**src/rtl/npt_pkg.sv**
```systemverilog
package npt_pkg;
   typedef enum logic [2:0] {
      OPC_DATA  = 3'b000,
      OPC_WADDR = 3'b010,
      OPC_RADDR = 3'b110,
      OPC_END   = 3'b111
   } npt_opc_e;

   typedef enum logic [1:0] {
      DEC_IDLE = 2'd0,
      DEC_WR   = 2'd1,
      DEC_RD   = 2'd2
   } npt_state_e;
endpackage

```
**src/rtl/npt_strobe_sync.sv**
```systemverilog
module npt_strobe_sync #(
   parameter int STAGES = 2
) (
   input  logic clk,
   input  logic rst_n,
   input  logic strobe_async,
   output logic event_pulse
);
   logic [STAGES-1:0] chain_q;
   logic              last_q;

   genvar gi;
   generate
      for (gi = 0; gi < STAGES; gi++) begin : g_stage
         if (gi == 0) begin : g_first
            always_ff @(posedge clk or negedge rst_n) begin
               if (!rst_n) chain_q[gi] <= 1'b0;
               else        chain_q[gi] <= strobe_async;
            end
         end else begin : g_next
            always_ff @(posedge clk or negedge rst_n) begin
               if (!rst_n) chain_q[gi] <= 1'b0;
               else        chain_q[gi] <= chain_q[gi-1];
            end
         end
      end
   endgenerate

   always_ff @(posedge clk or negedge rst_n) begin
      if (!rst_n) last_q <= 1'b0;
      else        last_q <= chain_q[STAGES-1];
   end

   assign event_pulse = chain_q[STAGES-1] & ~last_q;
endmodule

```
**src/rtl/npt_cmd_decoder.sv**
```systemverilog
module npt_cmd_decoder
   import npt_pkg::*;
#(
   parameter int BYTE_W = 8,
   parameter int ADDR_W = 5,
   parameter int NIB_W  = 4
) (
   input  logic              clk,
   input  logic              rst_n,
   input  logic              ev,
   input  logic [BYTE_W-1:0] byte_in,
   output logic              rd_active,
   output logic              wr_active,
   output logic [ADDR_W-1:0] addr_q,
   output logic              rf_we,
   output logic [ADDR_W-2:0] rf_idx,
   output logic              rf_hi,
   output logic [NIB_W-1:0]  rf_nib,
   output logic              bk_valid,
   output logic              bk_hi,
   output logic [NIB_W-1:0]  bk_nib,
   output logic              bk_abort
);
   localparam int OPC_LSB = BYTE_W - 3;
   localparam int TAG_BIT = NIB_W;
   localparam int IDX_W   = ADDR_W - 1;

   npt_state_e state_q;
   npt_opc_e   opc;
   logic       tag;

   assign opc = npt_opc_e'(byte_in[BYTE_W-1:OPC_LSB]);
   assign tag = byte_in[TAG_BIT];

   always_ff @(posedge clk or negedge rst_n) begin
      if (!rst_n) begin
         state_q <= DEC_IDLE;
         addr_q  <= '0;
      end else if (ev) begin
         case (opc)
            OPC_END: begin
               state_q <= DEC_IDLE;
               addr_q  <= '0;
            end
            OPC_WADDR: begin
               state_q <= DEC_WR;
               addr_q  <= byte_in[ADDR_W-1:0];
            end
            OPC_RADDR: begin
               state_q <= DEC_RD;
               addr_q  <= byte_in[ADDR_W-1:0];
            end
            default: ;
         endcase
      end
   end

   always_ff @(posedge clk or negedge rst_n) begin
      if (!rst_n) begin
         rf_we    <= 1'b0;
         rf_idx   <= '0;
         rf_hi    <= 1'b0;
         rf_nib   <= '0;
         bk_valid <= 1'b0;
         bk_hi    <= 1'b0;
         bk_nib   <= '0;
         bk_abort <= 1'b0;
      end else begin
         rf_we    <= 1'b0;
         bk_valid <= 1'b0;
         bk_abort <= 1'b0;
         if (ev) begin
            if (opc == OPC_END) begin
               bk_abort <= 1'b1;
            end else if (opc == OPC_DATA) begin
               if (state_q == DEC_WR) begin
                  rf_we  <= 1'b1;
                  rf_idx <= addr_q[IDX_W-1:0];
                  rf_hi  <= addr_q[ADDR_W-1] | tag;
                  rf_nib <= byte_in[NIB_W-1:0];
               end else if (state_q == DEC_IDLE) begin
                  bk_valid <= 1'b1;
                  bk_hi    <= tag;
                  bk_nib   <= byte_in[NIB_W-1:0];
               end
            end
         end
      end
   end

   assign rd_active = (state_q == DEC_RD);
   assign wr_active = (state_q == DEC_WR);
endmodule

```
**src/rtl/npt_regfile.sv**
```systemverilog
module npt_regfile #(
   parameter int IDX_W = 4,
   parameter int NIB_W = 4
) (
   input  logic               clk,
   input  logic               rst_n,
   input  logic               we,
   input  logic [IDX_W-1:0]   wr_idx,
   input  logic               wr_hi,
   input  logic [NIB_W-1:0]   wr_nib,
   input  logic [IDX_W-1:0]   rd_idx,
   output logic [2*NIB_W-1:0] rd_byte
);
   localparam int DEPTH = 1 << IDX_W;

   logic [2*NIB_W-1:0] cells [DEPTH];

   genvar gr;
   generate
      for (gr = 0; gr < DEPTH; gr++) begin : g_reg
         always_ff @(posedge clk or negedge rst_n) begin
            if (!rst_n) begin
               cells[gr] <= '0;
            end else if (we && (wr_idx == IDX_W'(gr))) begin
               if (wr_hi) cells[gr][2*NIB_W-1:NIB_W] <= wr_nib;
               else       cells[gr][NIB_W-1:0]       <= wr_nib;
            end
         end
      end
   endgenerate

   assign rd_byte = cells[rd_idx];
endmodule

```
**src/rtl/npt_bulk_asm.sv**
```systemverilog
module npt_bulk_asm #(
   parameter int NIB_W = 4
) (
   input  logic               clk,
   input  logic               rst_n,
   input  logic               nib_valid,
   input  logic               nib_hi,
   input  logic [NIB_W-1:0]   nib,
   input  logic               abort,
   output logic               commit,
   output logic [2*NIB_W-1:0] commit_data
);
   logic [NIB_W-1:0] low_q;
   logic             pend_q;

   always_ff @(posedge clk or negedge rst_n) begin
      if (!rst_n) begin
         low_q       <= '0;
         pend_q      <= 1'b0;
         commit      <= 1'b0;
         commit_data <= '0;
      end else begin
         commit <= 1'b0;
         if (abort) begin
            pend_q <= 1'b0;
         end else if (nib_valid) begin
            if (!nib_hi) begin
               low_q  <= nib;
               pend_q <= 1'b1;
            end else if (pend_q) begin
               commit      <= 1'b1;
               commit_data <= {nib, low_q};
               pend_q      <= 1'b0;
            end
         end
      end
   end
endmodule

```
**src/rtl/npt_read_steer.sv**
```systemverilog
module npt_read_steer #(
   parameter int ADDR_W      = 5,
   parameter int NIB_W       = 4,
   parameter int BYTE_W      = 8,
   parameter int STATUS_LSB  = 3,
   parameter int MAR_INDEX   = 14,
   parameter bit BUF_READ_EN = 1'b1
) (
   input  logic               clk,
   input  logic               rst_n,
   input  logic               rd_active,
   input  logic [ADDR_W-1:0]  addr,
   input  logic [2*NIB_W-1:0] reg_byte,
   input  logic [2*NIB_W-1:0] buf_byte,
   output logic [BYTE_W-1:0]  status
);
   localparam int IDX_W = ADDR_W - 1;

   logic [2*NIB_W-1:0] src_byte;
   logic [NIB_W-1:0]   pick;

   generate
      if (BUF_READ_EN) begin : g_bufread
         assign src_byte = (addr[IDX_W-1:0] == IDX_W'(MAR_INDEX)) ? buf_byte : reg_byte;
      end else begin : g_regonly
         assign src_byte = reg_byte;
      end
   endgenerate

   assign pick = addr[ADDR_W-1] ? src_byte[2*NIB_W-1:NIB_W] : src_byte[NIB_W-1:0];

   always_ff @(posedge clk or negedge rst_n) begin
      if (!rst_n)         status <= '0;
      else if (rd_active) status <= BYTE_W'(pick) << STATUS_LSB;
      else                status <= '0;
   end
endmodule

```
**src/rtl/nibble_port_target.sv**
```systemverilog
module nibble_port_target #(
   parameter int BYTE_W      = 8,
   parameter int ADDR_W      = 5,
   parameter int NIB_W       = 4,
   parameter int SYNC_STAGES = 2,
   parameter int STATUS_LSB  = 3,
   parameter int MAR_INDEX   = 14,
   parameter bit BUF_READ_EN = 1'b1
) (
   input  logic              clk,
   input  logic              rst_n,
   input  logic [7:0]        host_data,
   input  logic              host_strobe,
   input  logic [7:0]        buf_rd_data,
   output logic [7:0]        host_status,
   output logic              rf_wr_en,
   output logic [3:0]        rf_wr_idx,
   output logic              rf_wr_hi,
   output logic [3:0]        rf_wr_nib,
   output logic              buf_wr_en,
   output logic [7:0]        buf_wr_data
);
   localparam int IDX_W = ADDR_W - 1;

   generate
      if (SYNC_STAGES < 2) begin : g_bad_sync
         $error("SYNC_STAGES must be at least 2");
      end
      if (ADDR_W + 3 > BYTE_W) begin : g_bad_addr
         $error("address field overlaps opcode field");
      end
      if (NIB_W + 1 > ADDR_W) begin : g_bad_nib
         $error("nibble plus tag bit must fit in address field");
      end
      if (STATUS_LSB + NIB_W > BYTE_W) begin : g_bad_status
         $error("status nibble does not fit the status byte");
      end
      if (MAR_INDEX >= (1 << IDX_W)) begin : g_bad_mar
         $error("memory-address slot outside register file");
      end
      if (BYTE_W != 8 || IDX_W != 4 || NIB_W != 4) begin : g_bad_ports
         $error("port widths assume 8-bit bytes and 4-bit nibbles");
      end
   endgenerate

   logic              byte_ev;
   logic              rd_active;
   logic              wr_active;
   logic [ADDR_W-1:0] addr_q;
   logic              bk_valid;
   logic              bk_hi;
   logic [NIB_W-1:0]  bk_nib;
   logic              bk_abort;
   logic [2*NIB_W-1:0] reg_byte;

   npt_strobe_sync #(.STAGES(SYNC_STAGES)) u_sync (
      .clk          (clk),
      .rst_n        (rst_n),
      .strobe_async (host_strobe),
      .event_pulse  (byte_ev)
   );

   npt_cmd_decoder #(.BYTE_W(BYTE_W), .ADDR_W(ADDR_W), .NIB_W(NIB_W)) u_dec (
      .clk       (clk),
      .rst_n     (rst_n),
      .ev        (byte_ev),
      .byte_in   (host_data),
      .rd_active (rd_active),
      .wr_active (wr_active),
      .addr_q    (addr_q),
      .rf_we     (rf_wr_en),
      .rf_idx    (rf_wr_idx),
      .rf_hi     (rf_wr_hi),
      .rf_nib    (rf_wr_nib),
      .bk_valid  (bk_valid),
      .bk_hi     (bk_hi),
      .bk_nib    (bk_nib),
      .bk_abort  (bk_abort)
   );

   npt_regfile #(.IDX_W(IDX_W), .NIB_W(NIB_W)) u_rf (
      .clk     (clk),
      .rst_n   (rst_n),
      .we      (rf_wr_en),
      .wr_idx  (rf_wr_idx),
      .wr_hi   (rf_wr_hi),
      .wr_nib  (rf_wr_nib),
      .rd_idx  (addr_q[IDX_W-1:0]),
      .rd_byte (reg_byte)
   );

   npt_bulk_asm #(.NIB_W(NIB_W)) u_bulk (
      .clk         (clk),
      .rst_n       (rst_n),
      .nib_valid   (bk_valid),
      .nib_hi      (bk_hi),
      .nib         (bk_nib),
      .abort       (bk_abort),
      .commit      (buf_wr_en),
      .commit_data (buf_wr_data)
   );

   npt_read_steer #(
      .ADDR_W(ADDR_W), .NIB_W(NIB_W), .BYTE_W(BYTE_W),
      .STATUS_LSB(STATUS_LSB), .MAR_INDEX(MAR_INDEX), .BUF_READ_EN(BUF_READ_EN)
   ) u_steer (
      .clk       (clk),
      .rst_n     (rst_n),
      .rd_active (rd_active),
      .addr      (addr_q),
      .reg_byte  (reg_byte),
      .buf_byte  (buf_rd_data),
      .status    (host_status)
   );
endmodule

```
**config.mk**
```make
export PLATFORM = sky130hd
export DESIGN_NAME = nibble_port_target
export DESIGN_NICKNAME = d
export VERILOG_FILES = /design/src/rtl/npt_pkg.sv /design/src/rtl/npt_strobe_sync.sv /design/src/rtl/npt_cmd_decoder.sv /design/src/rtl/npt_regfile.sv /design/src/rtl/npt_bulk_asm.sv /design/src/rtl/npt_read_steer.sv /design/src/rtl/nibble_port_target.sv
export SDC_FILE = /design/constraint.sdc
export NUM_CORES = 1
export LEC_CHECK = 0
export CAP_MARGIN = 10
export CORE_AREA = 4 4 82 161
export CTS_BUF_LIST = sky130_fd_sc_hd__clkbuf_2
export DETAILED_ROUTE_END_ITERATION = 8
export DIE_AREA = 0 0 86 165
export DONT_BUFFER_PORTS = 1
export PLACE_DENSITY = 0.86
export SYNTH_ARGS = -nofsm -noshare
export SYNTH_HDL_FRONTEND = slang
export SYNTH_SLANG_ARGS = --single-unit
```
**constraint.sdc**
```tcl
create_clock -name clk -period 3.45 [get_ports clk]
set_input_delay 0.1725 -clock clk [delete_from_list [all_inputs] [get_ports clk]]
set_output_delay 0.1725 -clock clk [all_outputs]
set_load 0.01 [all_outputs]
```
==> results.json, run 1 <==
{
  "status": "complete, but fails checks",
  "failed_checks": "hold timing",
  "cts_num_sinks": 165,
  "multi_input_area_um2": 3230,
  "power_w": 0.00365,
  "hold_viol_final": 165,
  "cp_slowest_cell": "dfrtp_2",
  "drt.antenna.violating_nets": 0,
  "rsz0062_at_grt": "false",
  "grt_pass1_wl_um": 28100,
  "cts.htree.levels": 4,
  "synth_ff_type": "dfrtp_1",
  "std_cell_rows": 57,
  "crit_path_start_kind": "register",
  "via_per_inst": 6.39,
  "wl_per_cell_um": 23.5,
  "holdCritPathClass": "in -> async",
  "max_stage_delay_ns": 1.03,
  "pin_count": 46,
  "cts-root-buf": "clkbuf_2",
  "endpoint_kind": "register",
  "powerDensity_nw_per_um2": 451,
  "drv_slew": 0,
  "slew_headroom_pct": 21.4,
  "max_freq_ghz": 0.351,
  "die_h_um": 165,
  "hold-worst-slack_ns": -0.957,
  "tns_ns": 0,
  "final.period_utilization_pct": 82.6,
  "peakVddDrop_mv": 0.478,
  "tritoncts": "yes",
  "die_w_um": 86,
  "initialDrtViolationCount": 375,
  "firstDrtPassIters": 6,
  "yosysWarningCount": 0,
  "place_area_um2": 7620,
  "cp_cell_sequence": "and4b_1, a22oi_1, o211ai_1, nand4_1, dlygate4sd3_1",
  "core_area_um2": 12100,
  "path_max_fanout": 36,
  "synth_edf_count": 0,
  "grtUsageTotal_pct": 26.6,
  "worst_slew_pin_slew_ns": 1.18,
  "layout_min_cycle_time_ns": 2.85,
  "synth_cell_types": 45,
  "yosysSeqAreaShare_pct": 54.2,
  "arrival_ns": 3.52,
  "dp_hpwl_um": 12300,
  "switchingPower_w": 0.00114,
  "synth.cell_area_um2": 7620,
  "maxCapViolations": 0,
  "switching_share_pct": 31.3,
  "fillCellCount": 829,
  "p_int_w": 0.00251,
  "drcViolationCount": 0,
  "ctsResizeCount": 0,
  "cts_setup_buffers": 0,
  "p_leak_nw": 4.02,
  "final_area_um2": 8100,
  "drt-total-wl_um": 17600,
  "setup_violations": 0,
  "clockPowerShare_pct": 28.8,
  "netlist_instances": 575,
  "avgSynthCellArea_um2": 13.3,
  "synthToLayoutAreaGrowth_pct": 6.17,
  "dieArea_um2": 14200,
  "antenna_found_initial": 1,
  "path_class": "reg -> reg",
  "p_comb_share_pct": 10.7,
  "nets": 605,
  "gp_congestion": 0.892,
  "cts_hold_buf": 23,
  "grt_max_degree": 166,
  "skew_ns": 0.0406,
  "path_clk_slew_ns": 0.28,
  "regArea_um2": 4130,
  "io_buffers": 0,
  "required_ns": 4.12,
  "first_global_vias": 5234,
  "vias": 4775,
  "drive_gt1_share_pct": 32.9,
  "async_flop_share_pct": 100,
  "ys_seq_elements": 165,
  "cts.path.max_buffers": 2,
  "seq_power_share_pct": 60.4,
  "cts_inserted_buffers": 17,
  "clock_latency_ns": 0.76,
  "start_util_pct": 63.3,
  "overflow": 0,
  "fin_util_pct": 67.2
}
final cells by class:
| type | instances | share of cell area, % |
|---|---|---|
| multi-input cells | 363 | 39.9 |
| diodes | 1 | 0.0309 |
| inverters | 12 | 0.556 |
| clock inverters | 15 | 1.98 |
| repair buffers | 27 | 3.21 |
| flip-flops and latches | 165 | 51.0 |
| well taps | 147 | 2.27 |
| clock buffers | 17 | 1.05 |
path summary, 6_finish.rpt:
path / endpoint / cells past startpoint / from / slack, ns
worst max-delay path: u_steer.status[4] / 5 / u_dec.addr_q[1] / 0.60
worst min-delay path: u_rf.cells[67] / 0 / rst_n / -0.96
worst max register to register: u_steer.status[4] / 5 / u_dec.addr_q[1] / 0.60
worst min register to register: u_sync.chain_q[1] / 0 / u_sync.chain_q[0] / 0.39
max in group asynchronous: u_rf.cells[127] / 0 / rst_n / 4.19
min in group clk: u_dec.rf_nib[3] / 2 / host_data[3] / 0.15
cells by family (layout without fill, tap and decap cells):
family,after synthesis,in the layout,synth area share (%)
multiplexers,194,194,27.8
flip-flops,165,165,54.2
AND/OR/NAND/NOR,109,109,8.83
AO/OA/AOI/OAI,56,56,5.46
buffers and inverters,50,71,3.66
other,1,5,0.0492
registers in the layout, indices dropped and copies added (netlist names), 2 cells and up:
name and flops:
u_sync.chain_q 2, u_dec.bk_nib 4, u_bulk.commit_data 8, u_rf.cells 120, u_dec.rf_nib 4, u_dec.rf_idx 4
u_dec.addr_q 5, u_dec.state_q 2, u_steer.status 4, u_bulk.low_q 4
cell usage after synthesis, types with 5 or more instances:
master | number | share of area [%]
inv_1 | 11 | 0.54
a22o_1 | 7 | 0.80
buf_4 | 9 | 0.89
nor2_4 | 8 | 1.2
a21oi_1 | 8 | 0.53
nor2_1 | 13 | 0.64
mux2_2 | 141 | 21
o211ai_1 | 8 | 0.79
o22a_1 | 8 | 0.92
mux2i_1 | 49 | 6.4
clkbuf_1 | 15 | 0.74
buf_2 | 5 | 0.33
a22oi_1 | 24 | 2.4
nand3_1 | 10 | 0.66
dfrtp_1 | 165 | 54
nand2_1 | 43 | 2.1
per-layer routing:
metal | part of all wire (%) | GRT usage [%] | vias to the layer above
met1 | 34 | 27.9 | 2413
li1 | - | - | 2082
met5 | 0 | 0 | -
met4 | 7.0 | 17.3 | 0
met3 | 4.7 | 5.64 | 83
met2 | 54 | 47.1 | 197
through the flow:
step / instances / setup WS (ns)
6_report: 747 / 0.602
2_1_floorplan: 578 / 1.89
3_5_place_dp: 691 / 1.21
4_1_cts: 746 / 0.643
3_3_place_gp: 691 / 1.26
5_1_grt: 747 / 0.528
worst max-delay path: cells and delay by family, from the launching register on:
family / cells / cell delay [ns]
AO/OA/AOI/OAI: 2 / 0.42
AND/OR/NAND/NOR: 2 / 0.73
flip-flops: 1 / 1.03
buffers and inverters: 1 / 0.58
power by group through the flow:
stage / Combinational [W] / Clock, W / Sequential [W]
3_5_place_dp: 0.000348 / 0 / 0.00224
5_1_grt: 0.000423 / 0.00114 / 0.00222
4_1_cts: 0.000385 / 0.00106 / 0.00220
2_1_floorplan: 0.000392 / 0 / 0.00210
3_3_place_gp: 0.000340 / 0 / 0.00223
6_report: 0.000392 / 0.00105 / 0.00221
cell usage in the layout, fill, tap and decap left out, types with 10 or more instances in the layout:
cell type,Yosys,final
a22oi_1,24,24
clkbuf_2,2,17
dfrtp_1,165,164
dlygate4sd3_1,0,23
inv_1,11,11
mux2_2,141,141
mux2i_1,49,49
nand2_1,43,43
nand3_1,10,10
nor2_1,13,13
Note: power is estimated with default switching activity, not from simulation.
==> run 2, diff against run 1 <==
ABC_AREA = 1   (was default)
CORE_AREA = 4 4 82 160   (was 4 4 82 161)
DIE_AREA = 0 0 86 164   (was 0 0 86 165)
clock period = 2.8 ns   (was 3.45 ns; I/O delays follow)
==> run 2 against run 1 <==
The flow still finishes with violations (hold timing); die area down 0.61%; global-route usage rose by 2.9 points; area after synthesis fell by 0.62%; combinational power rose by 150%; synthesized cell count up 68%; first-iteration DRC count rose by 100%; highest routed layer unchanged; largest power group unchanged; critical endpoint unchanged.
==> results.json, run 2 <==
{
  "maxCapViolations": 0,
  "netlist_instances": 966,
  "fin_cells": 1134,
  "std_cell_rows": 56,
  "powerDensity_nw_per_um2": 615,
  "layout_min_cycle_time_ns": 2.50,
  "firstDrtPassIters": 5,
  "gp_congestion": 0.900,
  "pin_count": 46,
  "grt_pass1_wl_um": 32100,
  "dp_slack_ns": 0.951,
  "first_global_vias": 6554,
  "slew_headroom_pct": 53.5,
  "path_class": "reg -> reg",
  "peakVddDrop_mv": 0.348,
  "holdCritPathClass": "in -> async",
  "drt-total-wl_um": 19700,
  "synthToLayoutAreaGrowth_pct": 7.12,
  "setup_slack_ns": 0.299,
  "largest_register_ffs": 120,
  "overflow": 0,
  "vias": 6557,
  "max_freq_ghz": 0.400,
  "rrSetupSlack_ns": 0.30,
  "cts_num_sinks": 165,
  "worst_slew_pin_slew_ns": 0.695,
  "status": "complete, but fails checks",
  "fin_util_pct": 68.5,
  "avgSynthCellArea_um2": 7.84,
  "grt_max_degree": 166,
  "drive_gt1_share_pct": 4.96,
  "antenna_found_initial": 1,
  "cts_inserted_buffers": 17,
  "dieArea_um2": 14100,
  "synth.cell_area_um2": 7580,
  "crit_path_start_kind": "register",
  "cts.htree.levels": 4,
  "die_w_um": 86,
  "cts-root-buf": "clkbuf_2",
  "nets": 994,
  "synth_area_leader_cell": "dfrtp_1",
  "skew_ns": 0.0427,
  "dp_hpwl_um": 12500,
  "path_max_fanout": 11,
  "p_leak_nw": 3.92,
  "setup_violations": 0,
  "cts_hold_buf": 21,
  "drt.antenna.violating_nets": 0,
  "via_per_inst": 5.78,
  "drcViolationCount": 0,
  "hold-worst-slack_ns": -0.983,
  "io_buffers": 0,
  "synth_ff_type": "dfrtp_1",
  "rsz0062_at_grt": "false",
  "path_clk_slew_ns": 0.28,
  "regMostFlops": "u_rf.cells",
  "ctsResizeCount": 0,
  "hold_viol_final": 165,
  "grtUsageTotal_pct": 29.5,
  "required_ns": 3.50,
  "synth_top_area_share_pct": 54.5,
  "synth_edf_count": 0,
  "die_h_um": 164,
  "reg2reg_depth": 8,
  "clock_latency_ns": 0.76,
  "initialDrtViolationCount": 767,
  "final.period_utilization_pct": 89.3,
  "synth_area_leaders": "dfrtp_1, nand2_1, o21ai_0",
  "yosysSeqAreaShare_pct": 54.5,
  "r2r-end": "u_steer.status[4]",
  "wl_per_cell_um": 17.4,
  "cts_setup_buffers": 0,
  "start_util_pct": 64.0,
  "tns_ns": 0,
  "tritoncts": "yes",
  "r2r-start": "u_dec.addr_q[2]",
  "yosysWarningCount": 0,
  "reg_top3": "u_rf.cells x120, u_bulk.commit_data x8, u_dec.addr_q x5",
  "synth_cell_types": 23,
  "async_flop_share_pct": 100,
  "fillCellCount": 937,
  "synthMostInstantiatedCell": "nand2_1",
  "failed_checks": "hold timing",
  "synth_common_cells": "nand2_1, dfrtp_1, o21ai_0",
  "arrival_ns": 3.20,
  "drv_slew": 0,
  "mostFrequentLayoutCells": "nand2_1, dfrtp_1, o21ai_0",
  "placed_cells": 1080,
  "final_common_cell": "nand2_1",
  "core_area_um2": 11800,
  "endpoint_kind": "register",
  "cts.path.max_buffers": 2,
  "ys_seq_elements": 165
}
==> run 2: how the worst max path moves through the flow <==
stage,to,start,cells after the start
after floorplan,u_rf.cells[20],u_dec.rf_we,5
after global placement,u_steer.status[5],u_dec.addr_q[2],7
after detailed placement,u_steer.status[5],u_dec.addr_q[2],7
after CTS,u_steer.status[5],u_dec.addr_q[2],8
after global routing,u_steer.status[3],u_dec.addr_q[2],8
final,u_steer.status[4],u_dec.addr_q[2],8
==> run 2: power breakdown <==
| group | total (W) | switching [W] | leakage, nW | internal (W) |
|---|---|---|---|---|
| sequential | 0.00263 | 0.000139 | 2.27 | 0.00249 |
| clock | 0.00139 | 0.000941 | 0.152 | 0.000452 |
| combinational | 0.000966 | 0.000714 | 1.50 | 0.000252 |
==> run 2: metal layers <==
layer  routed length, um  up-vias  global-route usage [%]
met5                   0        -                       0
met4                1080        0                    18.7
met3                1290       89                    4.92
met2               10200      320                    51.5
met1                7090     3074                    32.6
li1                    -     3074                       -
==> run 2: kinds of logic (layout without fill, tap and decap cells) <==
kind of cell | count (synthesis) | in the layout | synth area share (%)
AOI/OAI and AO/OA | 169 | 169 | 11.3
buffers and inverters | 159 | 178 | 8.55
DFF | 165 | 165 | 54.5
other | 1 | 5 | 0.0495
and+or+nand+nor | 472 | 472 | 25.6
==> run 2: cell type report <==
type,instances,area [um^2],area share (%)
flip-flops and latches,165,4130,50.9
multi-input cells,645,2810,34.6
inverters,115,432,5.32
repair buffers,31,285,3.51
clock inverters,15,190,2.34
well taps,145,181,2.24
clock buffers,17,85.1,1.05
diodes,1,2.50,0.0308
==> run 2: through the flow <==
stage / hold slack (ns) / total power (W) / cell area [um^2]
2_1_floorplan: -0.156 / 0.00327 / 7590
3_3_place_gp: -0.150 / 0.00354 / 7630
3_5_place_dp: -0.150 / 0.00356 / 7630
4_1_cts: -0.994 / 0.00495 / 8110
5_1_grt: -1.02 / 0.00519 / 8120
6_report: -0.983 / 0.00499 / 8120
==> run 2: critical path, cell delays in order (launching register included) <==
cell           delay (ns)
dfrtp_1              0.62
nor2_1               0.62
nand2_1              0.11
nand2_1              0.08
inv_1                0.07
nand2_1              0.10
nand2_1              0.06
a21oi_1              0.18
dlygate4sd3_1        0.59
